--- src/rtl/dsw_pkg.sv ---
package dsw_pkg;
    typedef enum logic [2:0] {
        ST_IDLE = 3'd0,
        ST_PRE,
        ST_LEAD,
        ST_HIGH,
        ST_LOW,
        ST_BGAP,
        ST_GAP
    } dsw_state_e;

    localparam int PAD_BITS  = 2;
    localparam int MODE_BITS = 2;
endpackage

--- src/rtl/dsw_frame_pack.sv ---
module dsw_frame_pack #(
    parameter int CODE_W = 12,
    localparam int WORD_W = dsw_pkg::PAD_BITS + dsw_pkg::MODE_BITS + CODE_W
) (
    input  logic [dsw_pkg::MODE_BITS-1:0] mode,
    input  logic [CODE_W-1:0]             code,
    output logic [WORD_W-1:0]             word
);
    assign word = {{dsw_pkg::PAD_BITS{1'b0}}, mode, code};
endmodule

--- src/rtl/dsw_shifter.sv ---
module dsw_shifter #(
    parameter int W = 16
) (
    input  logic         clk,
    input  logic         rst_n,
    input  logic         load,
    input  logic [W-1:0] load_word,
    input  logic         shift,
    output logic         msb
);
    logic [W-1:0] sh_d, sh_q;

    always_comb begin
        sh_d = sh_q;
        if (load)
            sh_d = load_word;
        else if (shift)
            sh_d = {sh_q[W-2:0], 1'b0};
    end

    always_ff @(posedge clk or negedge rst_n) begin
        if (!rst_n) sh_q <= '0;
        else        sh_q <= sh_d;
    end

    assign msb = sh_q[W-1];
endmodule

--- src/rtl/dsw_hi_timer.sv ---
module dsw_hi_timer #(
    parameter int LIMIT = 5,
    localparam int TW = $clog2(LIMIT + 1)
) (
    input  logic clk,
    input  logic rst_n,
    input  logic level_hi,
    output logic done
);
    logic [TW-1:0] cnt_d, cnt_q;

    always_comb begin
        if (!level_hi)
            cnt_d = '0;
        else if (cnt_q >= TW'(LIMIT))
            cnt_d = cnt_q;
        else
            cnt_d = cnt_q + 1'b1;
    end

    always_ff @(posedge clk or negedge rst_n) begin
        if (!rst_n) cnt_q <= '0;
        else        cnt_q <= cnt_d;
    end

    // current cycle is at least the LIMIT-th consecutive high cycle
    assign done = level_hi && (cnt_q >= TW'(LIMIT - 1));
endmodule

--- src/rtl/dsw_master.sv ---
module dsw_master
    import dsw_pkg::*;
#(
    parameter int HALF_W      = 6,
    parameter int MIN_HALF    = 3,
    parameter int SYNC_HI_CYC = 5,
    parameter int BYTE_GAP    = 6,
    parameter int CODE_W      = 12
) (
    input  logic              clk,
    input  logic              rst_n,
    input  logic              cmd_valid,
    output logic              cmd_ready,
    input  logic [CODE_W-1:0] cmd_code,
    input  logic [1:0]        cmd_mode,
    input  logic [HALF_W-1:0] cfg_half,
    input  logic              cfg_byte_mode,
    input  logic              cfg_park_low,
    output logic              dac_sync_n,
    output logic              dac_sclk,
    output logic              dac_sdo
);
    localparam int FRAME_W = PAD_BITS + MODE_BITS + CODE_W;
    localparam int GW      = $clog2(BYTE_GAP + 1);
    localparam int CW      = (HALF_W > GW) ? HALF_W : GW;
    localparam int BW      = $clog2(FRAME_W + 1);

    typedef struct packed {
        dsw_state_e    st;
        logic          sync_n;
        logic          sclk;
        logic [CW-1:0] cnt;
        logic [CW-1:0] half;
        logic [BW-1:0] nbit;
        logic          byte_m;
        logic          park_lo;
    } regs_t;

    regs_t r_d, r_q;
    logic  load, shift, hi_done;
    logic [FRAME_W-1:0] word;
    logic [CW-1:0]      half_eff;

    dsw_frame_pack #(.CODE_W(CODE_W)) u_pack (
        .mode (cmd_mode),
        .code (cmd_code),
        .word (word)
    );

    dsw_shifter #(.W(FRAME_W)) u_shift (
        .clk       (clk),
        .rst_n     (rst_n),
        .load      (load),
        .load_word (word),
        .shift     (shift),
        .msb       (dac_sdo)
    );

    dsw_hi_timer #(.LIMIT(SYNC_HI_CYC)) u_hi (
        .clk      (clk),
        .rst_n    (rst_n),
        .level_hi (r_q.sync_n),
        .done     (hi_done)
    );

    assign half_eff = (cfg_half < HALF_W'(MIN_HALF)) ? CW'(MIN_HALF) : CW'(cfg_half);

    always_comb begin
        r_d   = r_q;
        load  = 1'b0;
        shift = 1'b0;
        case (r_q.st)
            ST_IDLE: begin
                // park low only once the sync-high minimum has elapsed
                r_d.sync_n = cfg_park_low ? (r_q.sync_n && !hi_done) : 1'b1;
                if (cmd_valid) begin
                    load        = 1'b1;
                    r_d.half    = half_eff;
                    r_d.byte_m  = cfg_byte_mode;
                    r_d.park_lo = cfg_park_low;
                    r_d.nbit    = '0;
                    r_d.sync_n  = 1'b1;
                    r_d.st      = ST_PRE;
                end
            end
            ST_PRE: begin
                r_d.sync_n = 1'b1;
                if (hi_done) begin
                    r_d.sync_n = 1'b0;
                    r_d.cnt    = r_q.half - 1'b1;
                    r_d.st     = ST_LEAD;
                end
            end
            ST_LEAD: begin
                if (r_q.cnt == '0) begin
                    r_d.sclk = 1'b1;
                    r_d.cnt  = r_q.half - 1'b1;
                    r_d.st   = ST_HIGH;
                end else begin
                    r_d.cnt = r_q.cnt - 1'b1;
                end
            end
            ST_HIGH: begin
                if (r_q.cnt == '0) begin
                    r_d.sclk = 1'b0;
                    r_d.cnt  = r_q.half - 1'b1;
                    r_d.nbit = r_q.nbit + 1'b1;
                    r_d.st   = ST_LOW;
                end else begin
                    r_d.cnt = r_q.cnt - 1'b1;
                end
            end
            ST_LOW: begin
                if (r_q.cnt != '0) begin
                    r_d.cnt = r_q.cnt - 1'b1;
                end else if (r_q.nbit == BW'(FRAME_W)) begin
                    if (r_q.park_lo) begin
                        r_d.st = ST_IDLE;
                    end else begin
                        r_d.sync_n = 1'b1;
                        r_d.st     = ST_GAP;
                    end
                end else if (r_q.byte_m && r_q.nbit == BW'(FRAME_W / 2)) begin
                    r_d.cnt = CW'(BYTE_GAP - 1);
                    r_d.st  = ST_BGAP;
                end else begin
                    shift    = 1'b1;
                    r_d.sclk = 1'b1;
                    r_d.cnt  = r_q.half - 1'b1;
                    r_d.st   = ST_HIGH;
                end
            end
            ST_BGAP: begin
                if (r_q.cnt == '0) begin
                    shift    = 1'b1;
                    r_d.sclk = 1'b1;
                    r_d.cnt  = r_q.half - 1'b1;
                    r_d.st   = ST_HIGH;
                end else begin
                    r_d.cnt = r_q.cnt - 1'b1;
                end
            end
            ST_GAP: begin
                r_d.sync_n = 1'b1;
                if (hi_done) r_d.st = ST_IDLE;
            end
            default: r_d.st = ST_IDLE;
        endcase
    end

    always_ff @(posedge clk or negedge rst_n) begin
        if (!rst_n) begin
            r_q         <= '0;
            r_q.st      <= ST_IDLE;
            r_q.sync_n  <= 1'b1;
            r_q.half    <= CW'(MIN_HALF);
        end else begin
            r_q <= r_d;
        end
    end

    assign cmd_ready  = (r_q.st == ST_IDLE);
    assign dac_sync_n = r_q.sync_n;
    assign dac_sclk   = r_q.sclk;
endmodule

--- config.mk ---
export PLATFORM = sky130hd
export DESIGN_NAME = dsw_master
export DESIGN_NICKNAME = d
export VERILOG_FILES = /design/src/rtl/dsw_pkg.sv /design/src/rtl/dsw_frame_pack.sv /design/src/rtl/dsw_shifter.sv /design/src/rtl/dsw_hi_timer.sv /design/src/rtl/dsw_master.sv
export SDC_FILE = /design/constraint.sdc
export NUM_CORES = 1
export LEC_CHECK = 0
export ABC_AREA = 1
export BUFFER_PORTS_ARGS = -buffer_cell sky130_fd_sc_hd__buf_2
export CORE_MARGIN = 4
export CORE_UTILIZATION = 45
export DETAILED_ROUTE_END_ITERATION = 12
export PLACE_DENSITY = 0.62
export REMOVE_ABC_BUFFERS = 1
export SYNTH_ARGS = -nofsm -noshare
export SYNTH_HDL_FRONTEND = slang
export SYNTH_HIERARCHICAL = 1
export SYNTH_SLANG_ARGS = --single-unit
export TNS_END_PERCENT = 5
--- constraint.sdc ---
create_clock -name clk -period 2.45 [get_ports clk]
set_clock_uncertainty 0.1 [all_clocks]
set_input_delay 0.1225 -clock clk [delete_from_list [all_inputs] [get_ports clk]]
set_output_delay 0.1225 -clock clk [all_outputs]
set_load 0.05 [all_outputs]
Word-level counts from Yosys, hierarchy flattened
Index checks and enable logic that the tools add are counted.
{ "totals": {"in_bits": 25, "mem_bits_ro": 0, "reg_bits": 43, "elab_cells": 96, "ram_bits": 0, "n_memories": 0, "latch_bits": 0} }
{ "classes": {"n_eq_ne": 20, "bitwise_logic": 0, "n_reduce_logical": 20, "div": 0, "n_addsub": 4, "n_shift": 0, "muxes": 39, "mul": 0, "magnitude_cmp": 3} }
{ "op_table": {"columns": ["op", "n"], "rows": [
  ["$mux 16", 2],
  ["$mux 6", 5],
  ["$mux 3", 8],
  ["$ne 2x2->1 const B", 10],
  ["$pmux 3 s6", 1],
  ["$pmux 6 s3", 1],
  ["$mux 7", 2],
  ["$mux 1", 12],
  ["$reduce_and 6->1", 2],
  ["$sub 6x1->6 const B", 2],
  ["$mux 5", 2],
  ["$pmux 5 s2", 1],
  ["$eq 3x3->1 const B", 3],
  ["$mux 4", 2],
  ["$eq 3x2->1 const B", 2],
  ["$ge 3x3->1 const B", 2],
  ["$logic_not 6->1", 1],
  ["$lt 6x2->1 const B", 1],
  ["$reduce_and 3->1", 2],
  ["$reduce_bool 3->1", 2],
  ["$reduce_bool 6->1", 1],
  ["$add 5x1->5 const B", 1],
  ["$eq 5x4->1 const B", 1],
  ["$eq 5x5->1 const B", 1],
  ["16 further kinds", 19]
]} }

Logic depth before layout (Yosys ltp)
Gate-level depths: netlist (run 1).
{ "depth": {"depth_word": 8, "ltp_mapped": 12, "depth_no_buf": 10} }

Hierarchy
The synthesis (run 1) kept the hierarchy.
{ "modules_own_cells": {"columns": ["mod", "cells_each", "instances", "area_each_um2", "seq_area_each_um2"], "rows": [
  ["dsw_master", 235, 1, 1731.7, 604.3],
  ["dsw_shifter", 87, 1, 759.5, 400.4],
  ["dsw_hi_timer", 28, 1, 193.9, 75.1],
  ["dsw_frame_pack", 17, 1, 123.9, 0.0]
]} }

Worst setup path after synthesis (run 1)
OpenSTA, ideal clock, no wires.
{ "synth_path": {"kind": "flip-flop to flip-flop", "startpoint": "register r_q[22] (netlist name)", "endpoint": "register u_shift.sh_q[3]", "synth_period_minus_slack_ps": 2045, "setup_time_ps": 124, "stages_incl_launch_ff": 12, "arrival_ps": 1821, "slack_ps": 405, "t_required_ps": 2226, "path_cell_list": "dfrtp_1 -> inv_4 -> nand2_4 -> nor2_4 -> nand2_4 -> inv_2 -> buf_6 -> buf_6 -> inv_2 -> clkbuf_8 -> nand3_1 -> nand3_1"} }
{ "synth_via": {"elab_chain_len": 3, "elab_cells_between_ends": 7} }
{ "synth_rtl": {"columns": ["element", "line", "source"], "rows": [
  ["from (decl)", "dsw_master.sv:39", "regs_t r_d, r_q;"],
  ["from (signal assigned)", "dsw_master.sv:158", "r_q <= r_d;"],
  ["$logic_not 3->1 *", null, null],
  ["via cmd_ready", "dsw_master.sv:13", "output logic cmd_ready,"],
  ["$mux 1 *", "dsw_master.sv:72", "case (r_q.st)"],
  ["via load", "dsw_master.sv:40", "logic load, shift, hi_done;"],
  ["$mux 16 or $reduce_bool 2->1 (tied branches)", null, null],
  ["to (signal assigned)", "dsw_shifter.sv:22", "if (!rst_n) sh_q <= '0;"],
  ["to (signal assigned)", "dsw_shifter.sv:23", "else sh_q <= sh_d;"],
  ["to (decl)", "dsw_shifter.sv:11", "logic [W-1:0] sh_d, sh_q;"]
]} }
Mark *: on every way through the listed nets, which the timed path passes. The rest lies on a longest branch.
A chain may end at the register's enable or synchronous reset.

Worst setup path after layout (run 1)
{ "layout_path": {"startpoint": "register r_q[2] (netlist name)", "endpoint": "register u_shift.sh_q[10]"} }
{ "layout_via": {"elab_chain_len": 7, "elab_cells_between_ends": 8} }
{ "layout_rtl": {"columns": ["element", "line", "source"], "rows": [
  ["$eq 5x4->1", "dsw_master.sv:123", "end else if (r_q.byte_m && r_q.nbit == BW'(FRAME_W / 2)) begin"],
  ["$logic_and 1x1->1", "dsw_master.sv:123", null],
  ["$mux 1", "dsw_master.sv:123", null],
  ["$mux 1 *", "dsw_master.sv:116", "end else if (r_q.nbit == BW'(FRAME_W)) begin"],
  ["$mux 1 *", "dsw_master.sv:114", "if (r_q.cnt != '0) begin"],
  ["$pmux 1 s2 *", "dsw_master.sv:72", null],
  ["via shift", "dsw_master.sv:40", null],
  ["$reduce_bool 2->1 (no source line) *", null, null]
]} }
Marks and branches as above.

==> results of run 1 <==
-- layout make-up --
class / count / area, um2 / area share [%]
clock buffer: 7 / 76.3 / 2.41
multi-input combinational: 261 / 1390 / 43.8
timing repair buffer: 51 / 363 / 11.5
sequential: 43 / 1080 / 34.1
clock inverter: 1 / 5.00 / 0.158
tap: 75 / 93.8 / 2.97
inverter: 41 / 159 / 5.02
-- flip-flops by register name, indices dropped and copies added (netlist names) --
signal	cells
dac_sync_n	1
r_q	22
u_hi/cnt_q	3
u_shift/sh_q	16
dac_sclk	1
-- Yosys cell counts, types with 2 or more instances --
cell / count / area share, %
ha_1: 6 / 2.7
nand4_1: 2 / 0.45
nor2_4: 4 / 1.6
inv_1: 30 / 4.0
o21ai_0: 8 / 1.4
nor3_1: 2 / 0.36
dfrtp_1: 40 / 36
nor2_1: 27 / 3.6
xor2_1: 5 / 1.6
inv_4: 2 / 0.45
buf_4: 18 / 4.8
nand2_4: 9 / 3.6
inv_2: 9 / 1.2
buf_6: 3 / 1.2
nand2_1: 100 / 13
nor2_8: 2 / 1.4
o21ai_2: 4 / 1.2
nand3_1: 58 / 10
dfstp_2: 3 / 2.8
a22oi_1: 2 / 0.53
nand3_2: 4 / 1.4
nand2_2: 8 / 1.8
o211ai_1: 2 / 0.53
a21oi_1: 5 / 0.89
o21ai_1: 6 / 1.1
-- layer usage --
metal	vias up	global-route usage, %	routed length [um]	share of wire [%]
met5	-	0	0	0
met4	0	4.53	53	0.92
met3	5	2.46	196	3.4
met2	56	31.2	2920	51
met1	1082	20.7	2610	45
li1	1228	-	-	-
-- critical path, stage by stage, from the launching register on --
cell     delay, ns
dfrtp_1       0.38
inv_1         0.11
ha_1          0.17
nand2_1       0.06
nor2_1        0.22
inv_1         0.12
a31oi_1       0.15
nor2_1        0.05
buf_4         0.20
nor2_8        0.22
nand2_1       0.09
nand3_1       0.07
-- power groups by stage --
stage	clock, uW	combinational, uW	sequential [uW]
6_report	444	61.3	709
5_1_grt	484	70.3	709
4_1_cts	458	61.9	709
3_5_place_dp	0	38.0	723
3_3_place_gp	0	38.1	723
2_1_floorplan	0	1.65	723
-- metrics by stage --
step | instance area, um2 | setup slack, ns | util (%) | std cells | power [uW]
after floorplan | 2630 | 0.331 | - | 345 | 725
after global placement | 2880 | 0.519 | 48.1 | 451 | 761
after detailed placement | 2880 | 0.464 | 48.1 | 451 | 761
after CTS | 3160 | 0.439 | 52.8 | 479 | 1230
after global routing | 3160 | 0.231 | 52.8 | 479 | 1260
final | 3160 | 0.450 | 52.8 | 479 | 1210
-- worst max path at each step --
stage	from	cells after the start	slack [ns]	end
2_1_floorplan	r_q[13]	7	0.33	u_shift/sh_q[15]
3_3_place_gp	r_q[2]	11	0.52	u_shift/sh_q[11]
3_5_place_dp	r_q[2]	11	0.46	u_shift/sh_q[8]
4_1_cts	r_q[2]	11	0.44	u_shift/sh_q[10]
5_1_grt	r_q[2]	11	0.23	u_shift/sh_q[7]
6_report	r_q[2]	11	0.45	u_shift/sh_q[10]
-- cells in the final DEF, fill, tap and decap left out, types with 3 or more instances in the layout --
cell	n
nand3_1	58
buf_2	28
dfrtp_1	40
nand3_2	4
o21ai_1	6
a21oi_1	5
nor2_4	4
inv_2	9
buf_4	3
nand2_1	100
clkbuf_8	5
o21ai_0	8
nor2_1	27
nand2_2	8
inv_1	30
ha_1	6
dfstp_2	3
nand2_4	9
dlygate4sd3_1	20
o21ai_2	4
xor2_1	5
-- logic make-up after synthesis --
kind of cell	after synthesis	share of synthesized area (%)
compound gates	29	6.19
xor+xnor	5	1.56
buf+inv	64	12.3
fa+ha+maj	6	2.67
other cells	1	0.134
flops	43	38.4
simple gates	219	38.7
==> impl_metrics.env, run 1 <==
export IMPL_reg2reg_from="r_q[2]"
export IMPL_syn2layout_area_growth_pct=12.6
export IMPL_die_area_um2=7570
export IMPL_whs_ns=0.0145
export IMPL_clkLatencyLatePin_ns=0.29
export IMPL_final_max_slew_viol_count=0
export IMPL_reg2reg_depth=11
export IMPL_rows=28
export IMPL_start_kind="flop"
export IMPL_final_fill_count=573
export IMPL_fin_crit_sh_pct=81.6
export IMPL_outcome="complete, no violations"
export IMPL_antenna_found_initial=0
export IMPL_cts_reportedPaths_clkPinSlew_ns=0.08
export IMPL_period_minus_slack_ns=2.00
export IMPL_max_slew_worst_pin_slew_ns=0.973
export IMPL_drive_gt1_share_pct=20.3
export IMPL_grt_usage_pct=17.0
export IMPL_ctsResizeCount=0
export IMPL_numCtsBuffers=5
export IMPL_cp_max_fo=16
export IMPL_fmax_mhz=500
export IMPL_drtAntennaViolNets=0
export IMPL_hold_depth=4
export IMPL_reg2reg_slack_ns=0.45
export IMPL_synthFlopType="dfrtp_1"
export IMPL_ios=29
export IMPL_antenna_cells=0
export IMPL_finalSetupViolations=0
export IMPL_core_area_um2=5990
export IMPL_p_sw_share_pct=22.3
export IMPL_grt_pass1_wl_um=10400
export IMPL_globalRoute_totalOverflow=0
export IMPL_netlist_instances=367
export IMPL_slew_headroom_pct=35.1
export IMPL_drcViolationCount=0
export IMPL_syn_area_per_cell_um2=7.65
export IMPL_grt_max_degree=44
export IMPL_place_detailed_hpwl_um=4280
export IMPL_die_w_um=87.0
export IMPL_synthArstFlopShare_pct=100
export IMPL_synth_warnings=6
export IMPL_post_cts_buffers=0
export IMPL_required_ns=2.58
export IMPL_synth_seq_cells=43
export IMPL_min_from="cfg_half[0]"
export IMPL_h_tree_depth=2
export IMPL_synth_distinct_cells=33
export IMPL_syn_area_um2=2810
export IMPL_drv_cap=0
export IMPL_p_int_uw=944
export IMPL_p_leak_uw=0.00163
export IMPL_nets=434
export IMPL_r2r_end="u_shift/sh_q[10]"
export IMPL_dr_total_vias=2371
export IMPL_first_pass_iters=4
export IMPL_initial_utilization_pct=46.9
export IMPL_combPwrFrac_pct=5.0
export IMPL_cts_sinks=43
export IMPL_root_buffer="clkbuf_8"
export IMPL_pwr_share_seq_pct=58.4
export IMPL_drt_initial_drc_count=104
export IMPL_worst_setup_path_end_kind="flop"
export IMPL_first_global_vias=2407
export IMPL_finalSetupTns_ns=0
export IMPL_viasPerCell=4.95
export IMPL_gp_congestion=0.823
export IMPL_hold_path_end="r_q[8]"
export IMPL_p_clk_share_pct=36.6
export IMPL_synth_edf_count=0
export IMPL_ir_drop_mv=0.267
export IMPL_power_density_nw_per_um2=384
export IMPL_synth_seq_area_share_pct=38.4
export IMPL_hold_path_class="input port to flop"
export IMPL_cts_tree="done"
export IMPL_arrival_ns=2.13
export IMPL_port_buffers=28
export IMPL_clockBufferDepth=2
export IMPL_rsz0062_at_grt="no"
export IMPL_die_h_um=87.0
export IMPL_drt_wl_total_um=5780
export IMPL_p_switching_uw=270
export IMPL_wl_per_cell_um=12.1
export IMPL_critPathKind="flop to flop"
export IMPL_holdBufCountCts=20
export IMPL_hold_viol=0
No activity file was read; power rests on OpenSTA's default activity.
==> inputs of run 2 (changes only) <==
--- a/config.mk
+++ b/config.mk
@@ -5,7 +5,7 @@
 export SDC_FILE = /design/constraint.sdc
 export NUM_CORES = 1
 export LEC_CHECK = 0
-export ABC_AREA = 1
+export ABC_AREA = 0
 export BUFFER_PORTS_ARGS = -buffer_cell sky130_fd_sc_hd__buf_2
 export CORE_MARGIN = 4
 export CORE_UTILIZATION = 45
==> constraint.sdc (replaced) <==
create_clock -name clk -period 2.01 [get_ports clk]
set_clock_uncertainty 0.1 [all_clocks]
set_input_delay 0.1005 -clock clk [delete_from_list [all_inputs] [get_ports clk]]
set_output_delay 0.1005 -clock clk [all_outputs]
set_load 0.05 [all_outputs]
==> impl_metrics.env, run 2 <==
export IMPL_rows=28
export IMPL_post_route_util_pct=60.5
export IMPL_cts_tree="done"
export IMPL_h_tree_depth=2
export IMPL_arrival_ns=2.16
export IMPL_final_cell_mix="45 x buf_4, 40 x dfrtp_1, 28 x buf_2"
export IMPL_port_buffers=28
export IMPL_fin_crit_sh_pct=100
export IMPL_grt_max_degree=46
export IMPL_crit_start="r_q[13]"
export IMPL_multiInputGateArea_um2=1470
export IMPL_drt_initial_drc_count=148
export IMPL_synth_edf_count=0
export IMPL_cts_reportedPaths_clkPinSlew_ns=0.09
export IMPL_syn_area_um2=2730
export IMPL_antenna_found_initial=0
export IMPL_top_register="r_q"
export IMPL_synthSimpleGateAreaFrac_pct=18.0
export IMPL_r2r_end="r_q[21]"
export IMPL_synth_seq_cells=43
export IMPL_reg2reg_from="r_q[13]"
export IMPL_postLayoutSetupSlackWorst_ns=-0.00758
export IMPL_grt_pass1_wl_um=11200
export IMPL_grt_usage_pct=18.7
export IMPL_syn_area_per_cell_um2=9.34
export IMPL_drv_cap=0
export IMPL_final_fill_count=498
export IMPL_synth_common_cells="40 x dfrtp_1, 25 x nand2_1, 25 x o21ai_0, 22 x nor2_1, 16 x buf_4"
export IMPL_p_sw_share_pct=23.1
export IMPL_core_area_um2=5890
export IMPL_finalNonFillerCells=445
export IMPL_power_density_nw_per_um2=423
export IMPL_finalSetupViolations=1
export IMPL_nets=400
export IMPL_hold_viol=0
export IMPL_synth_warnings=6
export IMPL_globalRoute_totalOverflow=0
export IMPL_clockBufferDepth=2
export IMPL_synth_largest_area_cell="dfrtp_1"
export IMPL_syn2layout_area_growth_pct=30.6
export IMPL_p_switching_uw=347
export IMPL_start_kind="flop"
export IMPL_synth_distinct_cells=59
export IMPL_required_ns=2.15
export IMPL_finish_instance_area_um2=3560
export IMPL_cts_sinks=43
export IMPL_die_h_um=85.8
export IMPL_pwr_share_seq_pct=57.4
export IMPL_synth_top_family_by_area="compound AO/OA/AOI/OAI gates"
export IMPL_yosys_area_share_adder_pct=2.75
export IMPL_fmax_mhz=496
export IMPL_netlist_instances=292
export IMPL_gp_congestion=0.977
export IMPL_final_common_cell="buf_4"
export IMPL_initial_utilization_pct=46.3
export IMPL_p_clk_share_pct=37.1
export IMPL_numCtsBuffers=5
export IMPL_synth_compound_area_share_pct=19.0
export IMPL_viasPerCell=5.29
export IMPL_place_detailed_hpwl_um=4470
export IMPL_combPwrFrac_pct=5.5
export IMPL_violations="setup timing"
export IMPL_first_global_vias=2384
export IMPL_reg_top3="r_q (22), u_shift/sh_q (16), u_hi/cnt_q (3)"
export IMPL_reg2reg_depth=7
export IMPL_die_area_um2=7370
export IMPL_reg2reg_slack_ns=-0.008
export IMPL_synthArstFlopShare_pct=100
export IMPL_synthFlopType="dfrtp_1"
export IMPL_die_w_um=85.8
export IMPL_ios=29
export IMPL_drt_wl_total_um=6290
export IMPL_ys_top_cells_by_area="dfrtp_1 37%, mux2i_1 5.5%, o21ai_0 4.6%"
export IMPL_cp_max_fo=6
export IMPL_synthMuxAreaShare_pct=8.81
export IMPL_synth_seq_area_share_pct=39.6
export IMPL_hold_path_class="input port to flop"
export IMPL_yosysMostFrequentCell="dfrtp_1"
export IMPL_ir_drop_mv=0.427
export IMPL_drtAntennaViolNets=0
export IMPL_final_max_slew_viol_count=0
export IMPL_first_pass_iters=4
export IMPL_wl_per_cell_um=14.1
export IMPL_clkLatencyLatePin_ns=0.30
export IMPL_rsz0062_at_grt="yes"
export IMPL_root_buffer="clkbuf_8"
export IMPL_drcViolationCount=0
export IMPL_dr_total_vias=2356
export IMPL_synth_top_area_share_pct=36.7
export IMPL_antenna_cells=0
export IMPL_max_slew_worst_pin_slew_ns=0.484
export IMPL_worst_setup_path_end_kind="flop"
export IMPL_synth_xor_area_share_pct=2.89
export IMPL_outcome="complete, but fails checks"
export IMPL_slew_headroom_pct=67.3
export IMPL_p_leak_uw=0.00137
export IMPL_p_int_uw=1160
export IMPL_largest_reg_flops=22
export IMPL_regArea_um2=1080
export IMPL_crit_path_end="r_q[21]"
export IMPL_dpl_cell_count=409
export IMPL_drive_gt1_share_pct=33.5
export IMPL_critPathKind="flop to flop"
export IMPL_period_minus_slack_ns=2.02
export IMPL_placed_area_um2=3130
==> run 2: cell types whose count changed in the layout (fill, tap and decap cells not counted), moves of 9 or more <==
cell | before | now
nand2_1 | 100 | 24
nand3_1 | 58 | 4
buf_4 | 3 | 45
inv_1 | 30 | 7
mux2i_1 | 0 | 14
o21ai_0 | 8 | 18
nand2_4 | 9 | 0
==> run 2: worst min-delay path by stage <==
| stage | from | endpoint | slack [ns] | depth (start not counted) |
|---|---|---|---|---|
| after floorplan | rst_n | dac_sclk | -0.30 | 0 |
| after global placement | rst_n | u_hi/cnt_q[0] | -0.02 | 1 |
| after detailed placement | rst_n | u_hi/cnt_q[0] | -0.009 | 1 |
| after CTS | cmd_valid | dac_sync_n | 0.04 | 3 |
| after global routing | cmd_valid | dac_sync_n | 0.09 | 3 |
| final | cmd_valid | dac_sync_n | 0.04 | 3 |
==> run 2: final cells by class <==
| cell class | instances | area share [%] |
|---|---|---|
| multi-input combinational | 210 | 41.4 |
| tap | 75 | 2.64 |
| timing repair buffer | 100 | 22.3 |
| clock buffer | 6 | 2.04 |
| clock inverter | 2 | 0.351 |
| inverter | 9 | 0.949 |
| sequential | 43 | 30.3 |
==> run 2: cells by family (layout without fill, tap and decap cells) <==
logic type	after synthesis	after routing
xor+xnor	9	9
compound gates	78	78
flops	43	43
fa+ha+maj	6	6
buf+inv	40	117
mux	23	23
simple gates	92	92
other cells	1	2
==> run 2: per-layer routing <==
metal	vias to the layer above	GRT usage (%)	share of wire, %
met3	7	3.17	4.0
li1	1181	-	-
met2	46	31.6	49
met1	1122	25.0	46
met5	-	0	0
met4	0	4.60	1.1
==> run 2: metrics by stage <==
stage | power, uW | TNS, ns | worst slack (ns) | hold slack, ns
after floorplan | 883 | -20.36 | -0.777 | -0.295
after global placement | 930 | -0.505 | -0.0889 | -0.0195
after detailed placement | 931 | -1.50 | -0.146 | -0.00878
after CTS | 1520 | -0.0150 | -0.0145 | 0.0366
after global routing | 1570 | -0.752 | -0.103 | 0.0898
final | 1510 | -0.00758 | -0.00758 | 0.0399
==> run 2: power groups by stage <==
| stage | clock [uW] | combinational (uW) | sequential [uW] |
|---|---|---|---|
| floorplan | 0 | 1.29 | 882 |
| global placement | 0 | 48.3 | 882 |
| detailed placement | 0 | 49.1 | 882 |
| CTS | 574 | 82.9 | 865 |
| global route | 612 | 93.0 | 865 |
| finish | 558 | 82.1 | 864 |
==> run 2: timing repair <==
action	in CTS	in global routing
hold endpoints to repair	39	0
hold buffers	23	0
endpoints found under the setup margin	24	25
resized for setup	11	16
pin swaps	6	6
setup buffers	2	2
cloned	1	0
==> run 2: worst max-delay path, stage by stage (launching register included) <==
cell and delay [ns]:
dfrtp_1 0.39, inv_2 0.08, ha_4 0.13, nor3b_4 0.31, a21oi_2 0.09, o32a_4 0.37
or4_4 0.42, nand3_2 0.08
==> inputs of run 3 (changes only) <==
--- a/config.mk
+++ b/config.mk
@@ -7,10 +7,9 @@
 export LEC_CHECK = 0
 export ABC_AREA = 0
 export BUFFER_PORTS_ARGS = -buffer_cell sky130_fd_sc_hd__buf_2
-export CORE_MARGIN = 4
-export CORE_UTILIZATION = 45
+export CORE_UTILIZATION = 59
 export DETAILED_ROUTE_END_ITERATION = 12
-export PLACE_DENSITY = 0.62
+export PLACE_DENSITY = 0.78
 export REMOVE_ABC_BUFFERS = 1
 export SYNTH_ARGS = -nofsm -noshare
 export SYNTH_HDL_FRONTEND = slang
==> constraint.sdc (replaced) <==
create_clock -name clk -period 2.01 [get_ports clk]
set_clock_uncertainty 0.1 [all_clocks]
set_input_delay 0.402 -clock clk [delete_from_list [all_inputs] [get_ports clk]]
set_output_delay 0.402 -clock clk [all_outputs]
set_load 0.05 [all_outputs]
==> impl_metrics.env, run 3 (same netlist as run 2, synthesis figures left out) <==
export IMPL_outcome="complete, but fails checks"
export IMPL_violations="setup timing"
export IMPL_arrival_ns=2.28
export IMPL_die_w_um=70.0
export IMPL_h_tree_depth=2
export IMPL_drtAntennaViolNets=0
export IMPL_hold_path_class="input port to flop"
export IMPL_critPathKind="flop to flop"
export IMPL_rsz0062_at_grt="yes"
export IMPL_whs_ns=0.209
export IMPL_p_leak_uw=0.00130
export IMPL_fmax_mhz=455
export IMPL_hold_viol=0
export IMPL_final_fill_count=286
export IMPL_antenna_found_initial=0
export IMPL_drt_initial_drc_count=373
export IMPL_grt_max_degree=46
export IMPL_top_register="r_q"
export IMPL_antenna_cells=0
export IMPL_clkLatencyLatePin_ns=0.30
export IMPL_cts_reportedPaths_clkPinSlew_ns=0.09
export IMPL_drive_gt1_share_pct=35.8
export IMPL_finalSetupViolations=7
export IMPL_ios=29
export IMPL_required_ns=2.10
export IMPL_nets=376
export IMPL_gp_congestion=0.970
export IMPL_place_detailed_hpwl_um=4400
export IMPL_final_common_cell="buf_4"
export IMPL_start_kind="flop"
export IMPL_dpl_cell_count=382
export IMPL_initial_utilization_pct=62.2
export IMPL_worst_setup_path_end_kind="flop"
export IMPL_period_minus_slack_ns=2.20
export IMPL_die_area_um2=4900
export IMPL_drcViolationCount=0
export IMPL_final_cell_mix="44 x buf_4, 39 x dfrtp_1, 27 x buf_2"
export IMPL_rows=24
export IMPL_port_buffers=28
export IMPL_die_h_um=70.0
export IMPL_globalRoute_totalOverflow=0
export IMPL_drt_wl_total_um=6930
export IMPL_clockBufferDepth=2
export IMPL_first_pass_iters=5
export IMPL_largest_reg_flops=22
export IMPL_grt_usage_pct=26.5
export IMPL_post_route_util_pct=76.3
export IMPL_numCtsBuffers=5
export IMPL_viasPerCell=6.24
export IMPL_syn2layout_area_growth_pct=22.6
export IMPL_reg_top3="r_q (22), u_shift/sh_q (16), u_hi/cnt_q (3)"
export IMPL_finalNonFillerCells=398
export IMPL_postLayoutSetupSlackWorst_ns=-0.186
export IMPL_final_max_slew_viol_count=0
export IMPL_ir_drop_mv=0.390
export IMPL_grt_pass1_wl_um=10300
export IMPL_power_density_nw_per_um2=476
export IMPL_wl_per_cell_um=17.4
export IMPL_pre_cts_slack_ns=-0.145
export IMPL_cp_max_fo=4
export IMPL_cts_sinks=43
export IMPL_dr_total_vias=2484
export IMPL_cts_tree="done"
export IMPL_fin_crit_sh_pct=109
export IMPL_core_area_um2=4380
export IMPL_root_buffer="clkbuf_8"
export IMPL_drv_cap=0
export IMPL_first_global_vias=2299
run 3: final timing paths:
path,startpoint,endpoint,slack (ns),depth (start not counted)
setup reg to reg,r_q[3],r_q[17],-0.19,6
hold reg to reg,r_q[1],r_q[1],0.41,1
setup / recovery,r_q[3],r_q[17],-0.19,6
max in group asynchronous,rst_n,r_q[8],0.73,3
min in group asynchronous,rst_n,r_q[22],0.46,2
hold / removal,cmd_code[4],u_shift/sh_q[4],0.21,3
run 3: power breakdown:
group / internal [uW] / leakage (uW) / switching [uW]
clock network: 372 / 0.0000524 / 307
registers: 864 / 0.000448 / 0
logic: 20.7 / 0.000801 / 27.9
total: 1260 / 0.00130 / 335
run 3: metrics by stage:
stage | area [um2] | total power (uW) | setup TNS, ns
after global placement | 3060 | 928 | -0.0319
after CTS | 3220 | 1590 | -0.116
after detailed placement | 3060 | 930 | -0.991
after floorplan | 2520 | 883 | -20.57
after global routing | 3340 | 1630 | -1.96
final | 3340 | 1590 | -0.776
run 3: area by class of cell:
type                    instances  area, um2  share of cell area [%]
clock buffers                   7       76.3                    2.28
clock inverters                 1       30.0                   0.898
flip-flops and latches         43       1080                    32.3
repair buffers                 76        548                    16.4
well taps                      52       65.1                    1.95
inverters                       9       33.8                    1.01
multi-input cells             210       1510                    45.1
run 3: critical path: stages, from the launching register on:
cell	delay (ns)
dfrtp_1	0.39
inv_1	0.08
ha_2	0.19
nor3b_1	0.44
nand4_1	0.33
a211o_1	0.35
a22o_1	0.20
run 3: repair_timing:
item	4_1_cts	5_1_grt
setup buffers	4	2
pin swaps	6	8
endpoints found under the hold margin	15	0
gates resized for setup	6	24
cloned	0	1
hold buffers	1	0
endpoints found under the setup margin	23	24
run 3: metal layers:
metal  part of all wire, %  wire length (um)  GRT usage, %  vias up
li1                      -                 -             -     1126
met2                    48              3340          42.9      151
met4                   3.0               206          8.89        0
met1                    40              2790          35.4     1165
met5                     0                 0             0        -
met3                   8.5               589          5.48       42
